[src/rtl/boot_sel_pkg.sv]
package boot_sel_pkg;

  typedef enum logic [1:0] {
    RK_NONE  = 2'd0,
    RK_FLASH = 2'd1,
    RK_SYS   = 2'd2,
    RK_RAM   = 2'd3
  } region_kind_t;

  typedef struct packed {
    logic [31:0]  base;
    logic [31:0]  limit;
    region_kind_t kind;
  } region_t;

  localparam int NUM_CORES   = 2;
  localparam int NUM_REGIONS = 6;

  // Memory map entry by index; limits are inclusive
  function automatic region_t region_at(input int idx);
    region_t r;
    case (idx)
      0:       r = '{base: 32'h0800_0000, limit: 32'h081F_FFFF, kind: RK_FLASH};
      1:       r = '{base: 32'h1FF0_0000, limit: 32'h1FF1_FFFF, kind: RK_SYS};
      2:       r = '{base: 32'h0000_0000, limit: 32'h0000_FFFF, kind: RK_RAM};
      3:       r = '{base: 32'h2000_0000, limit: 32'h2001_FFFF, kind: RK_RAM};
      4:       r = '{base: 32'h1000_0000, limit: 32'h1004_7FFF, kind: RK_RAM};
      default: r = '{base: 32'h2400_0000, limit: 32'h2407_FFFF, kind: RK_RAM};
    endcase
    return r;
  endfunction

  // Classify an address; nothing above 0x3FFF_FFFF is in the table
  function automatic region_kind_t classify(input logic [31:0] addr);
    region_kind_t k;
    region_t      r;
    k = RK_NONE;
    for (int i = 0; i < NUM_REGIONS; i++) begin
      r = region_at(i);
      if (addr >= r.base && addr <= r.limit) k = r.kind;
    end
    return k;
  endfunction

  // Fallback address per core and option when the choice is unmapped
  function automatic logic [31:0] unmapped_default(input int core, input logic opt);
    logic [31:0] a;
    if (core == 0) a = opt ? 32'h1FF0_0000 : 32'h0800_0000;
    else           a = opt ? 32'h1000_0000 : 32'h0810_0000;
    return a;
  endfunction

  // Forced address per core under the strictest protection
  function automatic logic [31:0] protected_default(input int core);
    return (core == 0) ? 32'h0800_0000 : 32'h0810_0000;
  endfunction

endpackage

[src/rtl/boot_pin_capture.sv]
module boot_pin_capture #(
  parameter int SAMPLE_EDGE = 4
) (
  input  logic clk,
  input  logic rst_n,
  input  logic pin_in,
  output logic pin_q,
  output logic captured
);
  localparam int CNT_W = $clog2(SAMPLE_EDGE + 1);
  localparam logic [CNT_W-1:0] LAST = CNT_W'(SAMPLE_EDGE);
  localparam logic [CNT_W-1:0] TAKE = CNT_W'(SAMPLE_EDGE - 1);

  logic [CNT_W-1:0] edge_cnt;
  logic             sample_now;

  assign sample_now = (edge_cnt == TAKE);
  assign captured   = (edge_cnt == LAST);

  always_ff @(posedge clk or negedge rst_n) begin
    if (!rst_n) begin
      edge_cnt <= '0;
      pin_q    <= 1'b0;
    end else begin
      if (!captured) edge_cnt <= edge_cnt + 1'b1;
      if (sample_now) pin_q <= pin_in;
    end
  end

  p_count_saturates_r2: assert property (@(posedge clk) disable iff (!rst_n)
    captured |=> captured);
  p_pin_held_r2: assert property (@(posedge clk) disable iff (!rst_n)
    captured |=> $stable(pin_q));
  p_capture_follows_sample_r2: assert property (@(posedge clk) disable iff (!rst_n)
    sample_now |=> captured);

endmodule

[src/rtl/boot_addr_resolve.sv]
module boot_addr_resolve
  import boot_sel_pkg::*;
#(
  parameter int CORE_IDX = 0
) (
  input  logic        pin,
  input  logic        prot_max,
  input  logic [31:0] opt0,
  input  logic [31:0] opt1,
  output logic [31:0] addr_out,
  output logic        fell_back
);
  localparam logic [31:0] DFLT0 = unmapped_default(CORE_IDX, 1'b0);
  localparam logic [31:0] DFLT1 = unmapped_default(CORE_IDX, 1'b1);
  localparam logic [31:0] PDFLT = protected_default(CORE_IDX);

  logic [31:0]  picked;
  region_kind_t kind;
  logic         accept;

  always_comb begin
    picked = pin ? opt1 : opt0;
    kind   = classify(picked);
    if (prot_max) accept = (kind == RK_FLASH) || (kind == RK_SYS);
    else          accept = (kind != RK_NONE);
    fell_back = !accept;
    if (accept)        addr_out = picked;
    else if (prot_max) addr_out = PDFLT;
    else               addr_out = pin ? DFLT1 : DFLT0;
  end

endmodule

[src/rtl/dual_boot_addr_sel.sv]
module dual_boot_addr_sel
  import boot_sel_pkg::*;
#(
  parameter int SAMPLE_EDGE = 4
) (
  input  logic        clk,
  input  logic        rst_n,
  input  logic        boot_pin,
  input  logic        prot_max,
  input  logic [31:0] opt_a_add0,
  input  logic [31:0] opt_a_add1,
  input  logic [31:0] opt_b_add0,
  input  logic [31:0] opt_b_add1,
  output logic [31:0] boot_addr_a,
  output logic [31:0] boot_addr_b,
  output logic        boot_valid
);
  logic        pin_q;
  logic        captured;
  logic        load_evt;
  logic [31:0] opt0   [NUM_CORES];
  logic [31:0] opt1   [NUM_CORES];
  logic [31:0] res    [NUM_CORES];
  logic [31:0] addr_q [NUM_CORES];
  logic [NUM_CORES-1:0] fell_back;

  assign opt0[0] = opt_a_add0;
  assign opt1[0] = opt_a_add1;
  assign opt0[1] = opt_b_add0;
  assign opt1[1] = opt_b_add1;

  boot_pin_capture #(.SAMPLE_EDGE(SAMPLE_EDGE)) u_cap (
    .clk      (clk),
    .rst_n    (rst_n),
    .pin_in   (boot_pin),
    .pin_q    (pin_q),
    .captured (captured)
  );

  assign load_evt = captured && !boot_valid;

  for (genvar k = 0; k < NUM_CORES; k++) begin : g_core
    boot_addr_resolve #(.CORE_IDX(k)) u_res (
      .pin       (pin_q),
      .prot_max  (prot_max),
      .opt0      (opt0[k]),
      .opt1      (opt1[k]),
      .addr_out  (res[k]),
      .fell_back (fell_back[k])
    );

    always_ff @(posedge clk or negedge rst_n) begin
      if (!rst_n)        addr_q[k] <= '0;
      else if (load_evt) addr_q[k] <= res[k];
    end
  end

  always_ff @(posedge clk or negedge rst_n) begin
    if (!rst_n)        boot_valid <= 1'b0;
    else if (load_evt) boot_valid <= 1'b1;
  end

  assign boot_addr_a = addr_q[0];
  assign boot_addr_b = addr_q[1];

  p_valid_after_capture_r9: assert property (@(posedge clk) disable iff (!rst_n)
    load_evt |=> boot_valid);
  p_valid_sticky_r9: assert property (@(posedge clk) disable iff (!rst_n)
    boot_valid |=> boot_valid);
  p_addr_stable_r9: assert property (@(posedge clk) disable iff (!rst_n)
    boot_valid |=> ($stable(boot_addr_a) && $stable(boot_addr_b)));
  p_idle_zero_r1: assert property (@(posedge clk) disable iff (!rst_n)
    !boot_valid |-> (boot_addr_a == '0 && boot_addr_b == '0));
  p_mapped_result_r4: assert property (@(posedge clk) disable iff (!rst_n)
    boot_valid |-> (classify(boot_addr_a) != RK_NONE && classify(boot_addr_b) != RK_NONE));
  p_prot_region_r8: assert property (@(posedge clk) disable iff (!rst_n)
    (boot_valid && prot_max) |->
      (classify(boot_addr_a) inside {RK_FLASH, RK_SYS} &&
       classify(boot_addr_b) inside {RK_FLASH, RK_SYS}));

endmodule

[config.mk]
export PLATFORM = sky130hd
export DESIGN_NAME = dual_boot_addr_sel
export DESIGN_NICKNAME = d
export VERILOG_FILES = /design/src/rtl/boot_sel_pkg.sv /design/src/rtl/boot_pin_capture.sv /design/src/rtl/boot_addr_resolve.sv /design/src/rtl/dual_boot_addr_sel.sv
export SDC_FILE = /design/constraint.sdc
export NUM_CORES = 1
export LEC_CHECK = 0
export ABC_AREA = 1
export BUFFER_PORTS_ARGS = -buffer_cell sky130_fd_sc_hd__buf_2
export CAP_MARGIN = 20
export CELL_PAD_IN_SITES_DETAIL_PLACEMENT = 1
export CELL_PAD_IN_SITES_GLOBAL_PLACEMENT = 2
export CORE_MARGIN = 8
export CORE_UTILIZATION = 26
export CTS_CLUSTER_SIZE = 30
export DETAILED_ROUTE_END_ITERATION = 6
export GPL_ROUTABILITY_DRIVEN = 0
export PLACE_DENSITY_LB_ADDON = 0.1
export REMOVE_ABC_BUFFERS = 1
export SLEW_MARGIN = 15
export SYNTH_ARGS = -nofsm -noshare
export SYNTH_HDL_FRONTEND = slang
export SYNTH_SLANG_ARGS = --single-unit
[constraint.sdc]
create_clock -name clk -period 7.55 [get_ports clk]
set_input_delay 0.3775 -clock clk [delete_from_list [all_inputs] [get_ports clk]]
set_output_delay 0.3775 -clock clk [all_outputs]
set_load 0.005 [all_outputs]
### Yosys cells after proc, flatten, opt, wreduce, memory -nomap -nowiden

Index checks and enable logic that the tools add are counted.

* input bits: 132
* word-level logic and storage cells: 76
* output and inout bits: 65
* register bits: 69

* multiplexer cells: 22
* add/sub/neg operators: 1
* equal/unequal tests: 6
* reduce and logical (&&, ||, !) cells: 18
* $lt $le $gt $ge: 24

Operator list (number)
* two-way mux 32 bit: 6
* greater-or-equal comparator 32 x 29 -> 1 bit, second input constant: 4
* greater-or-equal comparator 32 x 30 -> 1 bit, second input constant: 4
* less-or-equal comparator 32 x 29 -> 1 bit, second input constant: 4
* less-or-equal comparator 32 x 30 -> 1 bit, second input constant: 4
* greater-or-equal comparator 32 x 1 -> 1 bit, second input constant: 2
* greater-or-equal comparator 32 x 28 -> 1 bit, second input constant: 2
* less-or-equal comparator 32 x 16 -> 1 bit, second input constant: 2
* less-or-equal comparator 32 x 28 -> 1 bit, second input constant: 2
* two-way mux 29 bit: 2
* two-way mux 2 bit: 10
* logical AND 1 bit: 13
* equality test 2 x 1 -> 1 bit, second input constant: 2
* equality test 2 bit, second input constant: 2
* two-way mux 1 bit: 4
* nonzero test 2 bit: 2
* adder 3 x 1 -> 3 bit, second input constant: 1
* equality test 3 x 2 -> 1 bit, second input constant: 1
* equality test 3 bit, second input constant: 1
* logical OR 1 bit: 2
* zero test 1 bit: 1

### Logic depth before layout (Yosys ltp)

Gate-level depths: netlist (run 1).

* depth after elaboration: 13
* depth in mapped cells: 20
* gate-level depth less buffers: 19

### Cells and area by module

Synthesis (run 1) repeated with hierarchy kept, for this count alone.

* cells, all modules: 806
* area, all modules: 4984.8 sq um

Modules (own cells, without submodules)
* dual_boot_addr_sel: cells each 281, area an instance 2605.0 sq um, times used 1, seq. area each 1626.6 sq um
* boot_addr_resolve at g_core[1].u_res: cells each 283, area an instance 1216.2 sq um, times used 1, seq. area each 0.0 sq um
* boot_addr_resolve at g_core[0].u_res: cells each 220, area an instance 963.4 sq um, times used 1, seq. area each 0.0 sq um
* boot_pin_capture: cells each 22, area an instance 200.2 sq um, times used 1, seq. area each 100.1 sq um

### Worst setup path before layout (run 1)

OpenSTA, ideal clock, no wires.

* path kind: register -> register
* start: register u_cap.pin_q
* end: register addr_q (netlist bit boot_addr_b[23])
* arrival: 2.294 ns
* buffers on the path: 3
* setup time: 0.139 ns
* slack: 5.117 ns
* cell stages (with the launch flop): 18
* data required time: 7.411 ns
* period minus slack after synthesis: 2.433 ns
* cell sequence: dfrtp_1 -> buf_6 -> buf_6 -> nand2_1 -> nand2_1 -> nor2_1 -> nand2_1 -> nor2_1 -> nand2_1 -> nand3_1 -> nand3_1 -> nor2_1 -> ha_1 -> nand2_1 -> o21ai_2 -> inv_2 -> buf_1 -> o31ai_1

* longest elaborated chain between the ends: 13
* elaborated cells on any way between the ends: 31
* classes of those cells: order compare: 12; eq/ne: 2; mux: 9; reduce/logical: 8

RTL lines
* start: declaration: line boot_pin_capture.sv:7 `output logic pin_q,`
* start signal: assignment: line boot_pin_capture.sv:26 `if (sample_now) pin_q <= pin_in;`
* two-way mux 32 bit *: line boot_addr_resolve.sv:22 `picked = pin ? opt1 : opt0;`
* greater-or-equal comparator 32 x 28 -> 1 bit or less-or-equal comparator 32 x 28 -> 1 bit (tied branches): line boot_sel_pkg.sv:40 `if (addr >= r.base && addr <= r.limit) k = r.kind;`
* logical AND 1 bit: line boot_sel_pkg.sv:40
* two-way mux 1 bit: line boot_sel_pkg.sv:40
* two-way mux 2 bit (5 in a row): line boot_sel_pkg.sv:40
* equality test 2 x 1 -> 1 bit or equality test 2 bit (tied branches): line boot_addr_resolve.sv:24 `if (prot_max) accept = (kind == RK_FLASH) || (kind == RK_SYS);`
* logical OR 1 bit: line boot_addr_resolve.sv:24
* two-way mux 1 bit: line boot_addr_resolve.sv:24
* two-way mux 32 bit *: line boot_addr_resolve.sv:27 `if (accept) addr_out = picked;`
* end signal: indexed assignment: line dual_boot_addr_sel.sv:54 `else if (load_evt) addr_q[k] <= res[k];`
* end: declaration: line dual_boot_addr_sel.sv:24 `logic [31:0] addr_q [NUM_CORES];`

Mark *: on every way between the ends. The rest lies on a longest branch, timed or not.
A chain may end at the register's enable or synchronous reset.

### Final worst setup path (run 1)

* start: register u_cap.pin_q
* end: register addr_q (netlist bit boot_addr_b[12])

The elaborated chain is that of the path after synthesis.

==> out/metrics.csv, run 1 <==
metric;value;unit
status;completed;
commonest non-fill, non-tap cell in the layout;nand2_1;
Post-CTS Setup Repair Bufs;0;
largest net degree at the start of global routing;86;
Die Height;143;um
Req. time, crit path;7.77;ns
clock skew;0.00569;ns
H-tree Lvls;3;
total gr overflow;0;
Rows;46;
Syn Inst Count;589;
CP Launch Type;register;
hold buffers post-CTS;0;
Final Cycle Share;54.9;%
clk_lat worst skew;0.34;ns
CTS Root Cell;clkbuf_16;
final instance area;0.00567;mm2
EDFF count, synth;0;
CTS tree;yes;
Via Count;4481;
Setup crit end kind;register;
Leak;3.21;nW
first-pass GRT wire length;25.2;mm
Reg clk slew, reported paths;0.06;ns
Sink Count;69;
Final ANT Viol Nets;0;
number of global-route vias before repair;4947;
Syn Area/Cell;7.17;um2
Clock power frac;44.3;%
Synth Register Bits;69;
fillers;2071;
CTS resizes;0;
final hold viol count;0;
core area;0.0159;mm2
NumNets Final;909;
Placed Area;0.00533;mm2
I/O pin count;197;
Logic pwr share;18.4;%
Remaining DRCs;0;
crit-path max FO;85;
Vias/cell;4.51;
Clock Tree Buf Depth;2;
commonest cells after routing, fill and taps aside;nand2_1 (213), buf_2 (195), nor2_1 (80), dfrtp_1 (68), inv_1 (53);
r2r setup slk;3.40;ns
I/O Buffers;196;
Routed WL;15.8;mm
drt pass-1 iters;4;
fin crit period;4.15;ns
die area;0.0206;mm2
yosys warns;0;
n_diodes;0;
Layout area overhead;34.3;%
Most used DFF post-synth;dfrtp_1;
synthesized cell area;0.00422;mm2
RSZ-0062 raised after global routing;false;
kind of critical path;reg -> reg;
register share of total power;37.2;%
Hold Path Class;in -> async;
IR drop worst, VDD;0.000112;V
crit path DAT;4.37;ns
Pwr per Cell Area;196;mW/mm2
initial antenna violation count;0;
CTS Buf Count;9;
DR iter-0 viols;159;
Slew HR;33.9;%
Sw Share;27.5;%
chip width;143;um
post-synthesis async set-or-reset flop share;100;%
register area share after synthesis;40.9;%
Slew Limit Fails;0;
final setup fails;0;
Worst-Margin Slew;0.991;ns
Switch Pwr;0.305;mW
post-synthesis cell type count;32;
Initial Util;26.6;%
total global-route track usage;15.5;%
Max Freq;241;MHz
max_cap viols;0;
HPWL Detailed;12.3;mm
layout cells sized above 1;30.2;%
WL/cell;15.9;um
total negative slack;0;ns
Cell Int Power;0.804;mW
synth_stat cells (3+ instances only):
master	count	area (um2)
buf_2	5	25.0
o41ai_1	10	87.6
buf_4	3	22.5
ha_1	5	62.6
nand3_1	18	90.1
buf_6	7	78.8
inv_2	4	15.0
o21ai_0	30	150
clkbuf_1	10	37.5
nand2_1	213	800
inv_1	53	199
o21ai_2	4	35.0
mux2i_1	15	150
o21a_1	3	22.5
nor3_1	6	30.0
nor2_1	80	300
o31ai_1	11	82.6
dfrtp_1	69	1730
o21ai_1	7	35.0
a21oi_1	12	60.1
nand4_1	5	31.3
o41ai_2	5	81.3
metal layers:
layer	routed length, um	GRT usage (%)	share of wire [%]
met3	1590	7.47	10
met2	7120	25.4	45
met5	0	0	0
met1	6910	17.9	44
met4	134	3.65	0.85
final cells by class:
cell class | instances | area, um2 | share of cell area, %
Clock buffer | 10 | 229 | 4.04
Clock inverter | 6 | 111 | 1.96
Inverter | 57 | 214 | 3.77
Multi-Input combinational cell | 436 | 2110 | 37.2
Sequential cell | 69 | 1730 | 30.5
Tap cell | 216 | 270 | 4.77
Timing Repair Buffer | 199 | 1010 | 17.7
metrics by stage:
step	instances	utilization [%]	setup WS (ns)	power (mW)	hold slack, ns
finish	993	35.7	3.40	1.11	0.170
global route	993	35.7	2.91	1.17	0.253
CTS	993	35.7	3.29	1.13	0.208
global placement	977	33.6	3.46	0.626	0.454
floorplan	562	-	3.02	0.519	0.0819
detailed placement	977	33.6	3.32	0.631	0.469
critical path: stages, from the launching register on:
cell and delay (ns):
dfrtp_4 0.39, buf_4 0.73, inv_2 0.38, buf_4 0.37, nand2_1 0.10, nand2_1 0.10
inv_1 0.09, nand2_1 0.05, nor2_1 0.21, nand2_1 0.08, nand2_1 0.07, nand3_1 0.09
nand3_1 0.09, nor2_1 0.05, ha_1 0.20, o21ai_2 0.26, inv_2 0.31, o41ai_1 0.35
worst paths after layout:
kind | from | endpoint | cells past startpoint
worst max-delay path | u_cap.pin_q | boot_addr_b[12] | 17
worst min-delay path | rst_n | boot_addr_b[26] | 1
worst max register to register | u_cap.pin_q | boot_addr_b[12] | 17
worst min register to register | boot_addr_b[6] | boot_addr_b[6] | 2
max in group asynchronous | rst_n | u_cap.pin_q | 1
min in group clk | boot_pin | u_cap.pin_q | 3
registers in the layout (all words and copies together), names as in the netlist:
name and count:
boot_valid 1, boot_addr_a 32, boot_addr_b 32, u_cap.edge_cnt 3, u_cap.pin_q 1
kinds of logic after synthesis:
group / Yosys count / synth area share [%]
flops: 69 / 40.9
buf+inv: 84 / 9.13
compound gates: 84 / 13.5
xor+xnor: 1 / 0.207
mux: 15 / 3.56
fa+ha+maj: 5 / 1.48
simple gates: 331 / 31.2
power groups by stage:
stage,Clock [mW],Combinational [mW],Sequential [mW]
2_1_floorplan,0,0.0941,0.425
3_3_place_gp,0,0.206,0.420
3_5_place_dp,0,0.210,0.420
4_1_cts,0.508,0.211,0.413
5_1_grt,0.521,0.235,0.416
6_report,0.492,0.205,0.413
Note: power is estimated with default switching activity, not from simulation.
==> inputs of run 2 (changes only) <==
- CORE_UTILIZATION: 26 -> 22
- clock period: 7.55 -> 3.5 ns (I/O delays scaled with it)
==> run 2 against run 1 <==
The flow now finishes with violations (hold timing). Design area grew 1.4%. Maximum frequency rose by 29%. Sequential share of layout area shrank 0.41 points. Power is 120% higher. Count of clock-buffer cells in the layout is the same. Critical path depth decreased by 1. First-iteration DRC count decreased by 11%. Combinational power is 120% higher. Critical endpoint is now boot_addr_a[24].
==> out/metrics.csv, run 2 (synthesis results as in run 1) <==
metric;value;unit
CTS tree;yes;
Slew Limit Fails;0;
max_cap viols;0;
area of the multi-input gates;0.00211;mm2
Register Area;0.00173;mm2
initial antenna violation count;3;
Slew HR;37.1;%
total global-route track usage;14.3;%
Setup crit end kind;register;
total gr overflow;0;
clk_lat worst skew;0.34;ns
WL/cell;16.9;um
commonest cells after routing, fill and taps aside;nand2_1 (213), buf_2 (195), nor2_1 (80), dfrtp_1 (68), inv_1 (53);
Routed WL;17.1;mm
I/O Buffers;196;
NumNets Final;914;
Reg clk slew, reported paths;0.07;ns
hold buffers post-CTS;0;
layout cells sized above 1;30.8;%
utilization after layout;30.6;%
fin crit period;3.23;ns
Req. time, crit path;3.73;ns
status;complete, but fails checks;
Rows;50;
chip width;155;um
crit-path max FO;84;
final setup fails;0;
Layout area overhead;36.1;%
Post-CTS Setup Repair Bufs;0;
RSZ-0062 raised after global routing;false;
drt pass-1 iters;4;
total negative slack;0;ns
largest net degree at the start of global routing;85;
Placed Area;0.00542;mm2
DR iter-0 viols;142;
Worst Slack Setup Final;0.274;ns
CP Launch Type;register;
CTS resizes;0;
Sink Count;69;
Initial Util;22.5;%
core area;0.0188;mm2
die area;0.0239;mm2
R2R depth;16;
final hold viol count;24;
H-tree Lvls;3;
CTS Root Cell;clkbuf_16;
Die Height;155;um
Vias/cell;4.47;
crit path DAT;3.46;ns
Via Count;4543;
Final Cycle Share;92.2;%
Remaining DRCs;0;
final instance area;0.00575;mm2
Hold Path Class;in -> async;
first-pass GRT wire length;27.6;mm
Leak;3.24;nW
Hold Slack;-0.0364;ns
commonest non-fill, non-tap cell in the layout;nand2_1;
kind of critical path;reg -> reg;
Final ANT Viol Nets;0;
I/O pin count;197;
IR drop worst, VDD;0.000233;V
failing checks;hold timing;
CTS Buf Count;9;
number of global-route vias before repair;5087;
Max Freq;310;MHz
clock skew;0.00800;ns
Worst-Margin Slew;0.944;ns
fillers;2388;
n_diodes;0;
Clock Tree Buf Depth;2;
Pwr per Cell Area;416;mW/mm2
HPWL Detailed;13.1;mm
Place WS;0.298;ns
-- run 2: cell count changes in the layout (fill, tap and decap cells not counted), sizes merged --
cell | previous run | this run
clkinv | 2 | 1
buf | 199 | 204
inv | 57 | 59
bufinv | 3 | 2
-- run 2: power by group --
| part | switching, mW | total [mW] | internal, mW |
|---|---|---|---|
| registers | 0.0330 | 0.890 | 0.857 |
| clock network | 0.396 | 1.05 | 0.651 |
| logic | 0.269 | 0.454 | 0.185 |
-- run 2: critical path, stage by stage, from the launching register on --
cell	delay (ns)
dfrtp_4	0.43
buf_12	0.36
nand2_1	0.10
o21ai_1	0.21
inv_1	0.11
nor3_2	0.25
nand3_1	0.10
nor2_1	0.16
nor2_1	0.08
ha_1	0.28
nand2_1	0.05
o21a_1	0.15
inv_1	0.20
o21ai_0	0.11
inv_1	0.23
o21ai_0	0.14
o21a_1	0.12
-- run 2: final timing paths --
path | end | slack, ns | startpoint
worst max-delay path | boot_addr_a[24] | 0.27 | u_cap.pin_q
worst min-delay path | boot_addr_b[24] | -0.04 | rst_n
worst max register to register | boot_addr_a[24] | 0.27 | u_cap.pin_q
worst min register to register | boot_addr_a[13] | 0.48 | boot_addr_a[13]
max in group asynchronous | u_cap.pin_q | 2.82 | rst_n
min in group clk | u_cap.pin_q | 0.06 | boot_pin
-- run 2: layout make-up --
class	count	share of cell area, %
clock buffer	10	4.16
tap	234	5.09
clock inverter	6	1.63
sequential	69	30.1
multi-input combinational	436	36.7
timing repair buffer	204	18.6
inverter	57	3.72
-- run 2: layer usage --
metal | vias to the layer above | routed length, um | GRT usage, % | part of all wire [%]
met4 | 6 | 182 | 3.64 | 1.1
met3 | 18 | 1830 | 6.60 | 11
met5 | - | 37 | 0 | 0.22
met2 | 160 | 7210 | 22.2 | 42
li1 | 2266 | - | - | -
met1 | 2093 | 7890 | 17.7 | 46
-- run 2: stage by stage --
step | hold WS (ns) | cells | power [mW]
final | -0.0364 | 1016 | 2.39
after global routing | 0.0236 | 1016 | 2.53
after CTS | 0.0321 | 1016 | 2.44
after detailed placement | 0.399 | 1000 | 1.37
after global placement | 0.394 | 1000 | 1.36
after floorplan | -0.121 | 562 | 1.12
==> inputs of run 3 (changes only) <==
- CORE_MARGIN: 8 -> 2
==> run 3 against run 2 <==
The flow still finishes with violations (hold timing). Setup slack better by 0.11 ns. Design area unchanged. Non-clock buffer count up 2. Die area down 15%. Power down 3.2%. Wire length down 6.8%. Highest routed layer is now met4.
==> out/metrics.csv, run 3 (synthesis results as in run 1) <==
metric;value;unit
IR drop worst, VDD;0.000215;V
Initial Util;22.5;%
chip width;143;um
Die Height;143;um
WL/cell;15.7;um
Power Total;2.31;mW
number of global-route vias before repair;4970;
CP Launch Type;register;
n_diodes;0;
clk_lat worst skew;0.34;ns
r2r setup slk;0.39;ns
Worst-Margin Slew;0.970;ns
Setup crit end kind;register;
utilization after layout;30.6;%
Clock Tree Buf Depth;2;
die area;0.0203;mm2
core area;0.0188;mm2
Final ANT Viol Nets;0;
fin crit period;3.11;ns
crit-path max FO;15;
Req. time, crit path;3.73;ns
initial antenna violation count;0;
final std cells w/o fill;1018;
RSZ-0062 raised after global routing;false;
Pwr per Cell Area;402;mW/mm2
Hold Slack;-0.00282;ns
Hold Path Class;in -> async;
final hold viol count;2;
I/O Buffers;196;
Remaining DRCs;0;
Sink Count;69;
crit path cell chain;buf_8 -> o21ai_1 -> inv_1 -> nor3_2 -> nand3_1 -> nor2_1 -> nor2_1 -> ha_1 -> nand2_1 -> o21a_1 -> inv_1 -> o21ai_0 -> inv_1 -> o21ai_0 -> o21a_1;
CP dominant cell by count;inv_1;
I/O pin count;197;
max_cap viols;0;
Max Freq;321;MHz
largest net degree at the start of global routing;70;
crit path DAT;3.35;ns
final setup fails;0;
drt pass-1 iters;4;
Slew HR;35.3;%
HPWL Detailed;12.1;mm
CP max stage cell;dfrtp_4;
Layout area overhead;36.1;%
Place WS;0.263;ns
kind of critical path;reg -> reg;
CTS Root Cell;clkbuf_16;
failing checks;hold timing;
H-tree Lvls;3;
Final Cycle Share;89.0;%
commonest cells after routing, fill and taps aside;nand2_1 (213), buf_2 (195), nor2_1 (80), dfrtp_1 (68), inv_1 (53);
layout cells sized above 1;31.0;%
Worst Slack Setup Final;0.386;ns
CTS Buf Count;9;
Vias/cell;4.46;
NumNets Final;916;
total global-route track usage;16.3;%
Reg clk slew, reported paths;0.06;ns
first-pass GRT wire length;26.0;mm
DR iter-0 viols;176;
status;complete, but fails checks;
Slew Limit Fails;0;
clock skew;0.00642;ns
total gr overflow;0;
commonest non-fill, non-tap cell in the layout;nand2_1;
Via Count;4537;
total negative slack;0;ns
Leak;3.23;nW
CP max stage delay;0.59;ns
Cells after DPL;1001;
Routed WL;16.0;mm
CTS tree;yes;
Rows;50;
==> run 3: per-stage QoR <==
step / hold slack [ns] / area (um2)
2_1_floorplan: -0.121 / 4050
5_1_grt: 0.0756 / 5750
4_1_cts: 0.0369 / 5730
3_3_place_gp: 0.388 / 5420
3_5_place_dp: 0.407 / 5420
6_report: -0.00282 / 5750
==> run 3: layout make-up <==
cell class | count | area [um2]
fill | 2331 | 13000
multi-input combinational | 436 | 2110
sequential | 69 | 1730
timing repair buffer | 206 | 1090
tap | 234 | 293
clock buffer | 9 | 225
inverter | 57 | 214
clock inverter | 7 | 81.3
==> run 3: power breakdown <==
group / switching [mW] / internal (mW)
combinational: 0.264 / 0.194
clock: 0.400 / 0.562
sequential: 0.0365 / 0.857
==> run 3: metal layers <==
layer | part of all wire (%) | up-vias | track usage (%)
met5 | 0 | - | 0
met4 | 1.2 | 0 | 4.69
met3 | 8.0 | 12 | 4.37
met2 | 45 | 160 | 26.4
met1 | 46 | 2098 | 21.3
li1 | - | 2267 | -
==> run 3: what timing repair did <==
item	in CTS	in global routing
setup endpoints to repair	0	10
hold buffers	0	0
buffers inserted	0	1
resized for setup	0	1
==> run 3: path summary, 6_finish.rpt <==
| check | start | to | cells past startpoint |
|---|---|---|---|
| hold reg to reg | boot_addr_b[15] | boot_addr_b[15] | 2 |
| min in group clk | boot_pin | u_cap.pin_q | 3 |
| max in group asynchronous | rst_n | u_cap.pin_q | 1 |
| setup / recovery | u_cap.pin_q | boot_addr_a[24] | 15 |
| hold / removal | rst_n | boot_addr_b[3] | 1 |
| setup reg to reg | u_cap.pin_q | boot_addr_a[24] | 15 |
==> run 3: worst max-delay path: cells and delay by family, from the launching register on <==
kind	cells	cell delay [ns]
adder cells (fa/ha/maj)	1	0.27
flip-flops	1	0.59
AO/OA/AOI/OAI	5	0.81
buffers and inverters	4	0.69
AND/OR/NAND/NOR	5	0.64
